### src/rtl/adc_res_pkg.sv
package adc_res_pkg;

  typedef enum logic [1:0] {
    OSR_32  = 2'd0,
    OSR_64  = 2'd1,
    OSR_128 = 2'd2,
    OSR_256 = 2'd3
  } osr_e;

  // number of resolved bits kept at the top of the low byte
  function automatic int lsb_keep(osr_e osr, int lsb_w);
    case (osr)
      OSR_32:  return 0;
      OSR_64:  return lsb_w - 5;
      OSR_128: return lsb_w - 2;
      default: return lsb_w;
    endcase
  endfunction

endpackage

### src/rtl/adc_res_format.sv
module adc_res_format
  import adc_res_pkg::*;
#(
  parameter int RES_W  = 24,
  parameter int MAIN_W = 16,
  localparam int LSB_W = RES_W - MAIN_W
) (
  input  osr_e              osr_i,
  input  logic [RES_W-1:0]  data_i,
  output logic [MAIN_W-1:0] main_o,
  output logic [LSB_W-1:0]  lsb_o
);

  int keep;
  logic [LSB_W-1:0] mask;

  always_comb keep = lsb_keep(osr_i, LSB_W);

  assign main_o = data_i[RES_W-1 -: MAIN_W];

  for (genvar b = 0; b < LSB_W; b++) begin : g_mask
    assign mask[b] = (b >= LSB_W - keep);
  end

  assign lsb_o = data_i[LSB_W-1:0] & mask;

endmodule

### src/rtl/adc_res_store.sv
module adc_res_store
  import adc_res_pkg::*;
#(
  parameter int MAIN_W = 16,
  parameter int LSB_W  = 8
) (
  input  logic              clk_i,
  input  logic              rst_ni,
  input  logic              load_i,
  input  osr_e              osr_i,
  input  logic [MAIN_W-1:0] main_d_i,
  input  logic [LSB_W-1:0]  lsb_d_i,
  output logic [MAIN_W-1:0] main_q_o,
  output logic [LSB_W-1:0]  lsb_q_o
);

  always_ff @(posedge clk_i or negedge rst_ni) begin
    if (!rst_ni) begin
      main_q_o <= '1;
      lsb_q_o  <= '1;
    end else if (load_i) begin
      main_q_o <= main_d_i;
      lsb_q_o  <= lsb_d_i;
    end
  end

  AST_LSB_ZERO_AT_32: assert property (@(posedge clk_i) disable iff (!rst_ni)
    load_i && osr_i == OSR_32 |=> lsb_q_o == '0);

  AST_FULL_BYTE_AT_256: assert property (@(posedge clk_i) disable iff (!rst_ni)
    load_i && osr_i == OSR_256 |=> lsb_q_o == $past(lsb_d_i));

  AST_HOLD_WITHOUT_LOAD: assert property (@(posedge clk_i) disable iff (!rst_ni)
    !load_i |=> $stable(main_q_o) && $stable(lsb_q_o));

endmodule

### src/rtl/adc_res_flag.sv
module adc_res_flag (
  input  logic clk_i,
  input  logic rst_ni,
  input  logic set_i,
  input  logic clr_i,
  output logic full_o
);

  // set wins over a same-cycle clear
  always_ff @(posedge clk_i or negedge rst_ni) begin
    if (!rst_ni)     full_o <= 1'b0;
    else if (set_i)  full_o <= 1'b1;
    else if (clr_i)  full_o <= 1'b0;
  end

  AST_SET_ON_SAMPLE: assert property (@(posedge clk_i) disable iff (!rst_ni)
    set_i |=> full_o);

  AST_CLEAR_ON_READ: assert property (@(posedge clk_i) disable iff (!rst_ni)
    clr_i && !set_i |=> !full_o);

  AST_NO_SPONTANEOUS_SET: assert property (@(posedge clk_i) disable iff (!rst_ni)
    !set_i && !full_o |=> !full_o);

endmodule

### src/rtl/adc_result_regs.sv
module adc_result_regs
  import adc_res_pkg::*;
#(
  parameter int RES_W  = 24,
  parameter int MAIN_W = 16
) (
  input  logic              clk_i,
  input  logic              rst_ni,
  input  logic              conv_en_i,
  input  logic [1:0]        osr_i,
  input  logic              smp_valid_i,
  input  logic [RES_W-1:0]  smp_data_i,
  input  logic              rd_main_i,
  input  logic              wr_main_i,
  input  logic              rd_lsb_i,
  output logic [MAIN_W-1:0] main_o,
  output logic [RES_W-MAIN_W-1:0] lsb_o,
  output logic              full_o
);

  localparam int LSB_W = RES_W - MAIN_W;

  osr_e              osr;
  logic              take;
  logic              rd_clr;
  logic              blank;
  logic [MAIN_W-1:0] main_d, main_q;
  logic [LSB_W-1:0]  lsb_d, lsb_q;

  assign osr    = osr_e'(osr_i);
  assign take   = smp_valid_i & conv_en_i;
  // a write in the same cycle cancels the read side effect
  assign rd_clr = rd_main_i & ~wr_main_i;

  adc_res_format #(.RES_W(RES_W), .MAIN_W(MAIN_W)) i_format (
    .osr_i  (osr),
    .data_i (smp_data_i),
    .main_o (main_d),
    .lsb_o  (lsb_d)
  );

  adc_res_store #(.MAIN_W(MAIN_W), .LSB_W(LSB_W)) i_store (
    .clk_i    (clk_i),
    .rst_ni   (rst_ni),
    .load_i   (take),
    .osr_i    (osr),
    .main_d_i (main_d),
    .lsb_d_i  (lsb_d),
    .main_q_o (main_q),
    .lsb_q_o  (lsb_q)
  );

  adc_res_flag i_flag (
    .clk_i  (clk_i),
    .rst_ni (rst_ni),
    .set_i  (take),
    .clr_i  (rd_clr),
    .full_o (full_o)
  );

  assign blank  = ~conv_en_i & ~full_o;
  assign main_o = blank ? '1 : main_q;
  assign lsb_o  = blank ? '1 : lsb_q;

  AST_DISABLED_STROBE_IGNORED: assert property (@(posedge clk_i) disable iff (!rst_ni)
    smp_valid_i && !conv_en_i && !full_o |=> !full_o);

  AST_WRITE_KEEPS_FLAG: assert property (@(posedge clk_i) disable iff (!rst_ni)
    rd_main_i && wr_main_i && full_o |=> full_o);

  AST_LSB_READ_NO_CLEAR: assert property (@(posedge clk_i) disable iff (!rst_ni)
    rd_lsb_i && !rd_main_i && full_o |=> full_o);

  AST_RACE_KEEPS_FLAG: assert property (@(posedge clk_i) disable iff (!rst_ni)
    take && rd_main_i |=> full_o);

  AST_MAIN_IS_TOP: assert property (@(posedge clk_i) disable iff (!rst_ni)
    take |=> main_q == $past(smp_data_i[RES_W-1 -: MAIN_W]));

endmodule

### config.mk
export PLATFORM = sky130hd
export DESIGN_NAME = adc_result_regs
export DESIGN_NICKNAME = d
export VERILOG_FILES = /design/src/rtl/adc_res_pkg.sv /design/src/rtl/adc_res_format.sv /design/src/rtl/adc_res_store.sv /design/src/rtl/adc_res_flag.sv /design/src/rtl/adc_result_regs.sv
export SDC_FILE = /design/constraint.sdc
export NUM_CORES = 1
export LEC_CHECK = 0
export BUFFER_PORTS_ARGS = -buffer_cell sky130_fd_sc_hd__buf_2
export CAP_MARGIN = 10
export CORE_MARGIN = 3
export CORE_UTILIZATION = 47
export CTS_BUF_LIST = sky130_fd_sc_hd__clkbuf_8
export CTS_CLUSTER_DIAMETER = 200
export DETAILED_ROUTE_END_ITERATION = 16
export PLACE_DENSITY = 0.83
export SETUP_SLACK_MARGIN = 0.02
export SLEW_MARGIN = 20
export SYNTH_ARGS = -nofsm -noshare
export SYNTH_HDL_FRONTEND = slang
export SYNTH_SLANG_ARGS = --single-unit
### constraint.sdc
create_clock -name clk_i -period 1.6 [get_ports clk_i]
set_clock_uncertainty 0.05 [all_clocks]
set_input_delay 0.48 -clock clk_i [delete_from_list [all_inputs] [get_ports clk_i]]
set_output_delay 0.48 -clock clk_i [all_outputs]
set_load 0.03 [all_outputs]
After elaboration in Yosys (flattened, before gate mapping)
Index checks and enable logic that the tools add are counted. W data, S select, Z words.

Flip-flop bits (word level): 25. Input bits: 33. Output and inout port bits: 25. Word-level logic and storage cells: 28.

$add $sub $neg: 1. Magnitude comparators: 8. Eq/ne operators: 2. Multiplexer cells: 5. Bitwise logic cells: 7. Reduce and logical (&&, ||, !) cells: 2.

Operator list (count): $ge A4 B5 Y1 const A (4); $mux W16 (1); $pmux W4 S3 (1); $ge A3 B5 Y1 const A (2); $and A8 B8 Y8 (1); $mux W8 (1); $ge A1 B5 Y1 const A (1); $ge A2 B5 Y1 const A (1); $sub A4 B4 Y5 const A (1); $and A1 B1 Y1 (3); $not A1 Y1 (3); $eq A2 B1 Y1 const B (1); $eq A2 B2 Y1 const B (1); $logic_not A2 Y1 (1); $mux W1 (2); $reduce_bool A2 Y1 (1).

Longest topological paths before layout
Gate-level depths: netlist of the first run.

Depth after elaboration: 5. Gate-level depth with buffers: 3. Depth with buffers taken out: 2.

Cells and area by module
From an unflattened synthesis of the first run, not the netlist that was laid out.

Cell total of the unflattened synthesis: 117. Area, all modules: 1577.8 µm².

Modules (own cells, without submodules): adc_res_store (instances 1, cells an instance 51, area each 1027.2 µm², seq. area each 630.6 µm²); adc_res_format (instances 1, cells an instance 32, area each 261.5 µm², seq. area each 0.0 µm²); adc_result_regs (instances 1, cells an instance 31, area each 252.7 µm², seq. area each 0.0 µm²); adc_res_flag (instances 1, cells an instance 3, area each 36.3 µm², seq. area each 25.0 µm²).

Worst setup path before layout of the first run
No wires, ideal clock.

Kind: register to output. Start point: register i_flag.full_o. End point: output port lsb_o[0]. Data arrival time: 1.161 ns. Data required time: 1.070 ns. Path slack: -0.091 ns. Cell stages (with the launch flop): 4. Buffers on the path: 1. Cells stage by stage: dfrtp_1 > nor2_1 > clkbuf_1 > or2_2.

Cells in the longest elaborated chain, start to end: 3.

Ends and longest elaborated chain: from (decl) (RTL line adc_res_flag.sv:6) `output logic full_o`; from (signal assigned) (RTL line adc_res_flag.sv:11) `if (!rst_ni) full_o <= 1'b0;`; from (signal assigned) (RTL line adc_res_flag.sv:12) `else if (set_i) full_o <= 1'b1;`; from (signal assigned) (RTL line adc_res_flag.sv:13) `else if (clr_i) full_o <= 1'b0;`; $not A1 Y1 (RTL line adc_result_regs.sv:61) `assign blank = ~conv_en_i & ~full_o;`; $and A1 B1 Y1 (RTL line adc_result_regs.sv:61); $mux W8 (RTL line adc_result_regs.sv:63) `assign lsb_o = blank ? '1 : lsb_q;`; to (decl) (RTL line adc_result_regs.sv:17) `output logic [RES_W-MAIN_W-1:0] lsb_o,`.

Every way passes these cells.

Final worst setup path of the first run
Start point: register i_flag.full_o. End point: output port main_o[6].

Cells in the longest elaborated chain, start to end: 3.

Ends and longest elaborated chain: $not A1 Y1 (RTL line adc_result_regs.sv:61); $and A1 B1 Y1 (RTL line adc_result_regs.sv:61); $mux W16 (RTL line adc_result_regs.sv:62) `assign main_o = blank ? '1 : main_q;`; to (decl) (RTL line adc_result_regs.sv:16) `output logic [MAIN_W-1:0] main_o,`.

Every way passes these cells.

==> results of run 1 <==
## routing by layer
layer  track usage [%]  vias to the layer above
met4              6.10                        0
li1                  -                      426
met5                 0                        -
met3              6.21                        6
met1              21.0                      410
met2              32.3                       39
## cells by family after synthesis
| logic type | count (synthesis) | synth area share [%] |
|---|---|---|
| mux | 16 | 18.5 |
| flops | 25 | 54.7 |
| compound gates | 10 | 6.78 |
| buf+inv | 5 | 2.82 |
| simple gates | 31 | 17.2 |
## metrics by stage
step,std cells,util [%],setup slack (ns),TNS (ns),area (sq um)
after floorplan,87,-,0.0372,0,1210
after global placement,173,66.5,-0.160,-3.58,1540
after detailed placement,173,66.5,-0.167,-3.65,1540
after CTS,178,78.2,-0.168,-3.83,1810
after global routing,178,78.2,-0.220,-5.15,1810
final,178,78.2,-0.161,-3.69,1810
## power by group through the flow
stage	clock network, mW	registers [mW]	logic, mW
floorplan	0	0.818	0.431
global placement	0	0.820	0.591
detailed placement	0	0.827	0.604
CTS	0.378	0.827	0.801
global route	0.406	0.839	0.840
finish	0.363	0.827	0.797
## registers in the layout (all words and copies together), names as in the netlist
name              cells
i_store.main_q_o     16
i_flag.full_o         1
i_store.lsb_q_o       8
## placed cells by master (no fill, tap or decap), types with 3 or more instances in the layout
cell type	instances
mux2_4	11
clkbuf_8	3
or2_4	24
a21o_1	3
and4_1	4
buf_4	4
a22o_1	5
buf_6	27
mux2_2	5
buf_2	32
dfstp_2	24
## what timing repair did
item,4_1_cts,5_1_grt
pin swaps,3,4
gates resized for setup,72,0
setup endpoints to repair,24,24
buffers inserted,1,0
## final cells by class
| class | count | area [sq um] | share of cell area (%) |
|---|---|---|---|
| flip-flops and latches | 25 | 657 | 36.2 |
| multi-input cells | 57 | 577 | 31.8 |
| repair buffers | 63 | 494 | 27.3 |
| clock buffers | 3 | 41.3 | 2.28 |
| well taps | 28 | 35.0 | 1.93 |
| clock inverters | 1 | 5.00 | 0.276 |
| inverters | 1 | 3.75 | 0.207 |
## critical path, cell delays in order, from the launching register on
cell,delay [ns]
dfrtp_2,0.43
nor2_4,0.15
buf_6,0.15
or2_4,0.12
buf_6,0.12
## worst max path at each step
| stage | from | end | slack, ns | cells past startpoint |
|---|---|---|---|---|
| after floorplan | i_flag.full_o$_DFFE_PN0P_ | lsb_o[3] | 0.04 | 3 |
| after global placement | conv_en_i | main_o[9] | -0.16 | 5 |
| after global routing | i_flag.full_o$_DFFE_PN0P_ | lsb_o[3] | -0.22 | 4 |
| after detailed placement | conv_en_i | lsb_o[7] | -0.17 | 5 |
| after CTS | i_flag.full_o$_DFFE_PN0P_ | lsb_o[0] | -0.17 | 4 |
| final | i_flag.full_o$_DFFE_PN0P_ | main_o[6] | -0.16 | 4 |
==> flow_summary_export.csv, run 1 <==
group,metric,value,unit
cts,cts-htree-levels,1,
floorplanning,die_w,56.5,um
cts,max-clock-path-buffers,2,
detailed_routing,num_vias,881,
floorplanning,die_area,3190,sq um
timing,finalSetupViolations,24,
logic_synthesis,yosys-top-cells-area,"dfstp_2 53%, mux2_4 14%, or2_2 13%, mux2_2 4.7%, a22o_1 3.7%",
worst_setup_path,cp_data_arrival_time,1.23,ns
job,cap_viol_max_count,0,
detailed_routing,post_detailed_route_drc_marker_count,0,
floorplanning,die_height,56.5,um
pwr,p_leak,0.898,nW
global_route,global_route.overflow_total,0,
logic_synthesis,synthesis.nets,120,
timing,finalHoldWorstSlack,0.134,ns
cts,cts.sinks,25,
finish,final.fill_count,152,
finish,drive_gt1_share,89.3,%
finish,insertedDiodeCount,0,
worst_setup_path,worst_r2r_path_depth,3,
timing,rsz0062_at_grt,"yes",
placement,routability_cong,0.773,
timing,report.final.slew_viol_count,0,
pwr,power.internal,1.38,mW
worst_setup_path,ff2ff_setup_slack,0.74,ns
outcome,violations_in_the_final_reports,"setup timing",
detailed_routing,ant_nets,0,
logic_synthesis,asyncSetResetFlopFracSynth,100,%
finish,final_nets,184,
logic_synthesis,synth_largest_type_area_fraction,52.6,%
logic_synthesis,synthDistinctLibCells,16,
worst_setup_path,critical_path_class,"register to output port",
detailed_routing,m1WireLength,1050,um
outcome,outcome,"finished, violations left",
floorplanning,coreArea,2320,sq um
global_route,first_pass_grt_wire_length,4570,um
logic_synthesis,synthCells,87,
timing,timing.slew.headroom,65.2,%
detailed_routing,wl_met3,187,um
logic_synthesis,commonest_register_cell_after_synthesis,"dfstp_2",
timing,max_freq,568,MHz
pwr,p_seq_share,41.6,%
logic_synthesis,yosys_warns,0,
worst_setup_path,worst_ep_required_time,1.07,ns
logic_synthesis,synth_top_cells_by_count,"24 x dfstp_2, 24 x or2_2, 11 x mux2_4, 5 x a22o_1, 5 x mux2_2",
detailed_routing,routed.top_layer,"met4",
timing,finalCriticalPeriod,1.76,ns
detailed_routing,dr.first_iter.drc_count,9,
detailed_routing,routed_wire_length_per_instance,15.4,um
pwr,report.power.total,1.99,mW
cts,clk_root_buffer_cell,"clkbuf_8",
logic_synthesis,portion_of_the_post_synthesis_area_used_by_sequential_elements,54.7,%
timing,worstMarginPinSlew,0.521,ns
timing,final.period_utilization,110,%
detailed_routing,first_pass_iters,3,
logic_synthesis,syn_area_per_cell,13.8,sq um
global_route,grt_pass1_vias,1003,
logic_synthesis,ys_seq_elements,25,
worst_setup_path,reg2reg_to,"i_flag.full_o$_DFFE_PN0P_",
floorplanning,core.rowCount,17,
placement,dp_hpwl,1920,um
pwr,worst_ir_drop_vdd,1.00,mV
pwr,combPwrFrac,40.1,%
pwr,power.share.clock,18.2,%
cts,clkTransAtPathRegs,0.08,ns
cts,hold_buffers,0,
global_route,grt_start_max_net_pins,26,
worst_setup_path,timing.critical_path.to_type,"output port",
global_route,initial_antenna_violation_count,0,
placement,portBuffers,56,
timing,final_hold_viols,0,
cts,clock_insertion_delay_worst_skew,0.26,ns
logic_synthesis,synth_edf_count,0,
global_route,gr_util_all_layers,18.5,%
floorplanning,floorplan.initialDensity,51.7,%
worst_setup_path,worstPathMaxFanout,7,
hold_path,hold_path_class,"input pin to async pin",
cts,cts_buffers,3,
worst_setup_path,critical_path.reg2reg.startpoint,"i_flag.full_o$_DFFE_PN0P_",
detailed_routing,wirelength,2740,um
finish,area_growth,51.3,%
cts,tritoncts_clock_tree,"done",
logic_synthesis,synth_area,1200,sq um
timing,layout_setup_ws,-0.161,ns
pwr,pwr_density_cell,1100,nW/um^2
detailed_routing,dr_wl_met2,1440,um
detailed_routing,routed_via_density,4.95,
pwr,power.net_switching,0.606,mW
pwr,switching_share,30.5,%
worst_setup_path,critPathLaunchType,"register",
logic_synthesis,synthDominantAreaCellType,"dfstp_2",
floorplanning,top_level_ports,58,
Power figures use the tool's default switching activity.
==> inputs of run 2 (changes only) <==
--- a/config.mk
+++ b/config.mk
@@ -13,7 +13,7 @@
 export CTS_CLUSTER_DIAMETER = 200
 export DETAILED_ROUTE_END_ITERATION = 16
 export PLACE_DENSITY = 0.83
-export SETUP_SLACK_MARGIN = 0.02
+export RECOVER_POWER = 50
 export SLEW_MARGIN = 20
 export SYNTH_ARGS = -nofsm -noshare
 export SYNTH_HDL_FRONTEND = slang
==> flow_summary_export.csv, run 2 (synthesized netlist as in run 1, its figures left out) <==
group,metric,value,unit
outcome,outcome,"finished, violations left",
outcome,violations_in_the_final_reports,"setup timing",
cts,clk_root_buffer_cell,"clkbuf_8",
floorplanning,coreArea,2320,sq um
cts,clock_insertion_delay_worst_skew,0.26,ns
finish,layout.cells.most_common,"buf_2",
finish,flip_flop_count_of_the_largest_register_after_layout,16,
pwr,pwr_density_cell,1100,nW/um^2
cts,max-clock-path-buffers,2,
timing,layout_setup_ws,-0.161,ns
detailed_routing,ant_nets,0,
global_route,global_route.overflow_total,0,
floorplanning,die_w,56.5,um
cts,cts-htree-levels,1,
detailed_routing,num_vias,883,
worst_setup_path,worstPathMaxFanout,7,
timing,max_freq,568,MHz
worst_setup_path,critPathLaunchType,"register",
floorplanning,die_area,3190,sq um
placement,post_dp_cell_area,1540,sq um
timing,worstMarginPinSlew,1.24,ns
placement,portBuffers,56,
hold_path,hold_path_startpoint,"smp_data_i[1]",
finish,layout_top_registers,"i_store.main_q_o x16, i_store.lsb_q_o x8, i_flag.full_o x1",
timing,rsz0062_at_grt,"yes",
cts,clkTransAtPathRegs,0.08,ns
worst_setup_path,cp_data_arrival_time,1.23,ns
finish,final_cell_mix,"31 x buf_2, 27 x buf_6, 24 x or2_4, 24 x dfstp_2, 11 x mux2_4",
worst_setup_path,timing.critical_path.to_type,"output port",
worst_setup_path,worst_r2r_path_depth,3,
pwr,worst_ir_drop_vdd,1.00,mV
job,cap_viol_max_count,0,
detailed_routing,dr.first_iter.drc_count,9,
timing,timing.slew.headroom,17.1,%
worst_setup_path,critical_path_class,"register to output port",
detailed_routing,first_pass_iters,3,
cts,tritoncts_clock_tree,"done",
finish,area_growth,51.1,%
hold_path,whs_path_depth,2,
floorplanning,core.rowCount,17,
worst_setup_path,worst_ep_required_time,1.07,ns
detailed_routing,routed_wire_length_per_instance,15.3,um
finish,drive_gt1_share,88.7,%
detailed_routing,wirelength,2730,um
floorplanning,top_level_ports,58,
global_route,grt_start_max_net_pins,26,
placement,dp_hpwl,1920,um
timing,finalSetupViolations,24,
timing,report.final.slew_viol_count,0,
finish,insertedDiodeCount,0,
detailed_routing,routed_via_density,4.96,
global_route,initial_antenna_violation_count,0,
detailed_routing,post_detailed_route_drc_marker_count,0,
hold_path,hold_path_class,"input pin to register",
floorplanning,die_height,56.5,um
finish,final_nets,184,
floorplanning,floorplan.initialDensity,51.7,%
cts,cts.sinks,25,
worst_setup_path,ff2ff_setup_slack,0.74,ns
cts,cts_buffers,3,
placement,routability_cong,0.773,
timing,final_hold_viols,0,
finish,final_core_util,78.1,%
pwr,p_leak,0.896,nW
global_route,gr_util_all_layers,18.5,%
timing,final.period_utilization,110,%
finish,stdcell_area,1810,sq um
finish,registers.top_by_ff_count,"i_store.main_q_o",
hold_path,hold_path_sink,"i_store.lsb_q_o[1]$_DFFE_PN1P_",
worst_setup_path,critical_path.reg2reg.startpoint,"i_flag.full_o$_DFFE_PN0P_",
finish,final.fill_count,153,
timing,finalCriticalPeriod,1.76,ns
global_route,first_pass_grt_wire_length,4570,um
global_route,grt_pass1_vias,1003,
worst_setup_path,reg2reg_to,"i_flag.full_o$_DFFE_PN0P_",
-- run 2: where the power goes --
part / switching, mW / internal [mW]
Sequential: 0.0511 / 0.776
Clock: 0.189 / 0.174
Combinational: 0.366 / 0.431
-- run 2: final cells by class --
type	instances	area (sq um)	area share, %
Sequential cell	25	657	36.3
Multi-Input combinational cell	57	577	31.8
Timing Repair Buffer	63	493	27.2
Clock buffer	3	41.3	2.28
Tap cell	28	35.0	1.93
Clock inverter	1	5.00	0.276
Inverter	1	3.75	0.207
-- run 2: per-stage QoR --
stage	power (mW)	std cells	hold WS, ns	setup slack (ns)	setup TNS (ns)
final	1.99	178	0.382	-0.161	-3.69
after floorplan	1.25	87	0.134	0.0372	0
after CTS	2.01	178	0.149	-0.168	-3.83
after detailed placement	1.43	173	0.443	-0.167	-3.65
after global placement	1.41	173	0.435	-0.160	-3.58
after global routing	2.08	178	0.370	-0.220	-5.15
-- run 2: timing repair --
action / 4_1_cts / 5_1_grt
hold buffers: 0 / 0
setup endpoints to repair: 24 / 24
pin swaps: 3 / 4
gates resized for setup: 72 / 0
setup buffers: 1 / 0
-- run 2: how the worst max path moves through the flow --
stage / from / endpoint / cells after the start
after floorplan: i_flag.full_o$_DFFE_PN0P_ / lsb_o[3] / 3
after global placement: conv_en_i / main_o[9] / 5
after detailed placement: conv_en_i / lsb_o[7] / 5
after CTS: i_flag.full_o$_DFFE_PN0P_ / lsb_o[0] / 4
after global routing: i_flag.full_o$_DFFE_PN0P_ / lsb_o[3] / 4
final: i_flag.full_o$_DFFE_PN0P_ / main_o[6] / 4
-- run 2: worst max-delay path: stages, from the launching register on --
cell and delay, ns:
dfrtp_2 0.43, nor2_4 0.15, buf_6 0.15, or2_4 0.12, buf_6 0.12
-- run 2: metal layers --
metal	global-route usage, %	share of wire [%]
met5	0	0
met3	6.21	6.7
met2	32.3	53
met4	6.10	2.1
met1	21.0	38
==> inputs of run 3 (changes only) <==
--- a/config.mk
+++ b/config.mk
@@ -5,7 +5,7 @@
 export SDC_FILE = /design/constraint.sdc
 export NUM_CORES = 1
 export LEC_CHECK = 0
-export BUFFER_PORTS_ARGS = -buffer_cell sky130_fd_sc_hd__buf_2
+export BUFFER_PORTS_ARGS = -buffer_cell sky130_fd_sc_hd__clkbuf_2
 export CAP_MARGIN = 10
 export CORE_MARGIN = 3
 export CORE_UTILIZATION = 47
==> constraint.sdc (replaced) <==
create_clock -name clk_i -period 1.6 [get_ports clk_i]
set_clock_uncertainty 0.05 [all_clocks]
set_input_delay 0.48 -clock clk_i [delete_from_list [all_inputs] [get_ports clk_i]]
set_output_delay 0.48 -clock clk_i [all_outputs]
set_load 0.01 [all_outputs]
==> flow_summary_export.csv, run 3 (synthesized netlist as in run 1, its figures left out) <==
group,metric,value,unit
outcome,outcome,"finished, violations left",
outcome,violations_in_the_final_reports,"setup timing",
timing,finalSetupViolations,24,
pwr,combPwrFrac,34.7,%
timing,layout_setup_ws,-0.179,ns
floorplanning,floorplan.initialDensity,51.7,%
pwr,worst_ir_drop_vdd,1.07,mV
pwr,switching_share,25.2,%
finish,final_cell_mix,"31 x clkbuf_2, 24 x or2_4, 24 x dfstp_2, 24 x buf_6, 11 x mux2_4",
pwr,power.net_switching,0.459,mW
worst_setup_path,timing.critical_path.to_type,"output port",
floorplanning,coreArea,2320,sq um
floorplanning,die_height,56.5,um
finish,layout_top_registers,"i_store.main_q_o x16, i_store.lsb_q_o x8, i_flag.full_o x1",
finish,final_core_util,77.5,%
finish,final_nets,182,
global_route,initial_antenna_violation_count,0,
finish,footprint_of_the_multi_input_gates,611,sq um
cts,cts_buffers,3,
pwr,p_leak,0.881,nW
timing,finalCriticalPeriod,1.78,ns
pwr,p_seq_share,45.8,%
global_route,gr_util_all_layers,16.7,%
timing,worstMarginPinSlew,1.26,ns
cts,tritoncts_clock_tree,"done",
finish,final-seq-area,657,sq um
finish,layout.cells.most_common,"clkbuf_2",
cts,clkTransAtPathRegs,0.08,ns
finish,flip_flop_count_of_the_largest_register_after_layout,16,
detailed_routing,m1WireLength,1160,um
timing,final.period_utilization,111,%
worst_setup_path,cp_data_arrival_time,1.25,ns
cts,cts-htree-levels,1,
global_route,first_pass_grt_wire_length,4170,um
detailed_routing,routed.top_layer,"met4",
detailed_routing,ant_nets,0,
detailed_routing,dr.first_iter.drc_count,18,
finish,drive_gt1_share,88.5,%
worst_setup_path,critical_path_class,"register to output port",
global_route,grt_start_max_net_pins,26,
detailed_routing,wirelength,2760,um
global_route,grt_pass1_vias,866,
timing,max_freq,562,MHz
finish,final.fill_count,145,
timing,tns,-3.89,ns
worst_setup_path,worst_ep_required_time,1.07,ns
job,cap_viol_max_count,0,
timing,report.final.slew_viol_count,0,
placement,dpl.cell_count,169,
global_route,global_route.overflow_total,0,
cts,cts.sinks,25,
cts,clk_root_buffer_cell,"clkbuf_8",
floorplanning,die_w,56.5,um
detailed_routing,wl_met3,176,um
timing,final_hold_viols,0,
pwr,power.internal,1.36,mW
floorplanning,die_area,3190,sq um
placement,portBuffers,56,
worst_setup_path,critPathLaunchType,"register",
detailed_routing,num_vias,898,
worst_setup_path,worstPathMaxFanout,6,
cts,max-clock-path-buffers,2,
cts,cts_setup_buffers,0,
detailed_routing,routed_wire_length_per_instance,15.7,um
timing,timing.slew.headroom,15.8,%
floorplanning,core.rowCount,17,
finish,non_filler_cells_in_the_finished_layout,176,
finish,registers.top_by_ff_count,"i_store.main_q_o",
placement,routability_cong,0.773,
hold_path,hold_path_class,"input pin to register",
floorplanning,top_level_ports,58,
detailed_routing,first_pass_iters,4,
detailed_routing,dr_wl_met2,1410,um
pwr,power.share.clock,19.6,%
finish,insertedDiodeCount,0,
pwr,pwr_density_cell,1010,nW/um^2
timing,rsz0062_at_grt,"yes",
finish,area_growth,49.9,%
detailed_routing,routed_via_density,5.10,
detailed_routing,post_detailed_route_drc_marker_count,0,
placement,dp_hpwl,1830,um
pwr,report.power.total,1.82,mW
cts,clock_insertion_delay_worst_skew,0.26,ns
-- run 3: routing by layer --
layer | up-vias | track usage [%]
met2 | 36 | 28.4
li1 | 422 | -
met3 | 2 | 4.60
met5 | - | 0
met4 | 0 | 2.03
met1 | 438 | 21.8
-- run 3: final cells by class --
type | count | area share [%]
inverters | 1 | 0.209
clock buffers | 3 | 2.30
multi-input cells | 60 | 34.0
repair buffers | 58 | 24.7
flip-flops and latches | 25 | 36.6
well taps | 28 | 1.95
clock inverters | 1 | 0.279
-- run 3: worst max-delay path, cell delays in order (launching register included) --
cell and delay (ns):
dfrtp_2 0.50, nor2_4 0.23, or2_4 0.16, buf_6 0.09
-- run 3: repair_timing --
| item | in CTS | in global routing |
|---|---|---|
| resized for setup | 4 | 74 |
| setup endpoints to repair | 24 | 24 |
| hold buffers | 0 | 0 |
| gates cloned | 1 | 2 |
| pin swaps | 1 | 4 |
-- run 3: power groups by stage --
stage	clock network (mW)	logic, mW	registers, mW
2_1_floorplan	0	0.270	0.811
3_3_place_gp	0	0.427	0.818
3_5_place_dp	0	0.437	0.825
4_1_cts	0.364	0.447	0.821
5_1_grt	0.410	0.676	0.844
6_report	0.356	0.632	0.833
-- run 3: final timing paths --
path	from	end	slack, ns	depth (start not counted)
min in group asynchronous	rst_ni	i_flag.full_o$_DFFE_PN0P_	0.42	1
max in group asynchronous	rst_ni	i_flag.full_o$_DFFE_PN0P_	0.25	1
hold / removal	smp_data_i[0]	i_store.lsb_q_o[0]$_DFFE_PN1P_	0.39	2
setup reg to reg	i_flag.full_o$_DFFE_PN0P_	i_flag.full_o$_DFFE_PN0P_	0.63	3
hold reg to reg	i_store.lsb_q_o[4]$_DFFE_PN1P_	i_store.lsb_q_o[4]$_DFFE_PN1P_	0.46	1
setup / recovery	i_flag.full_o$_DFFE_PN0P_	main_o[15]	-0.18	3
-- run 3: per-stage QoR --
stage	area (sq um)	hold WS, ns	setup WS [ns]
6_report	1800	0.387	-0.179
5_1_grt	1800	0.372	-0.237
4_1_cts	1570	0.169	-0.184
3_5_place_dp	1500	0.450	-0.704
3_3_place_gp	1500	0.446	-0.670
2_1_floorplan	1200	0.134	0.0510
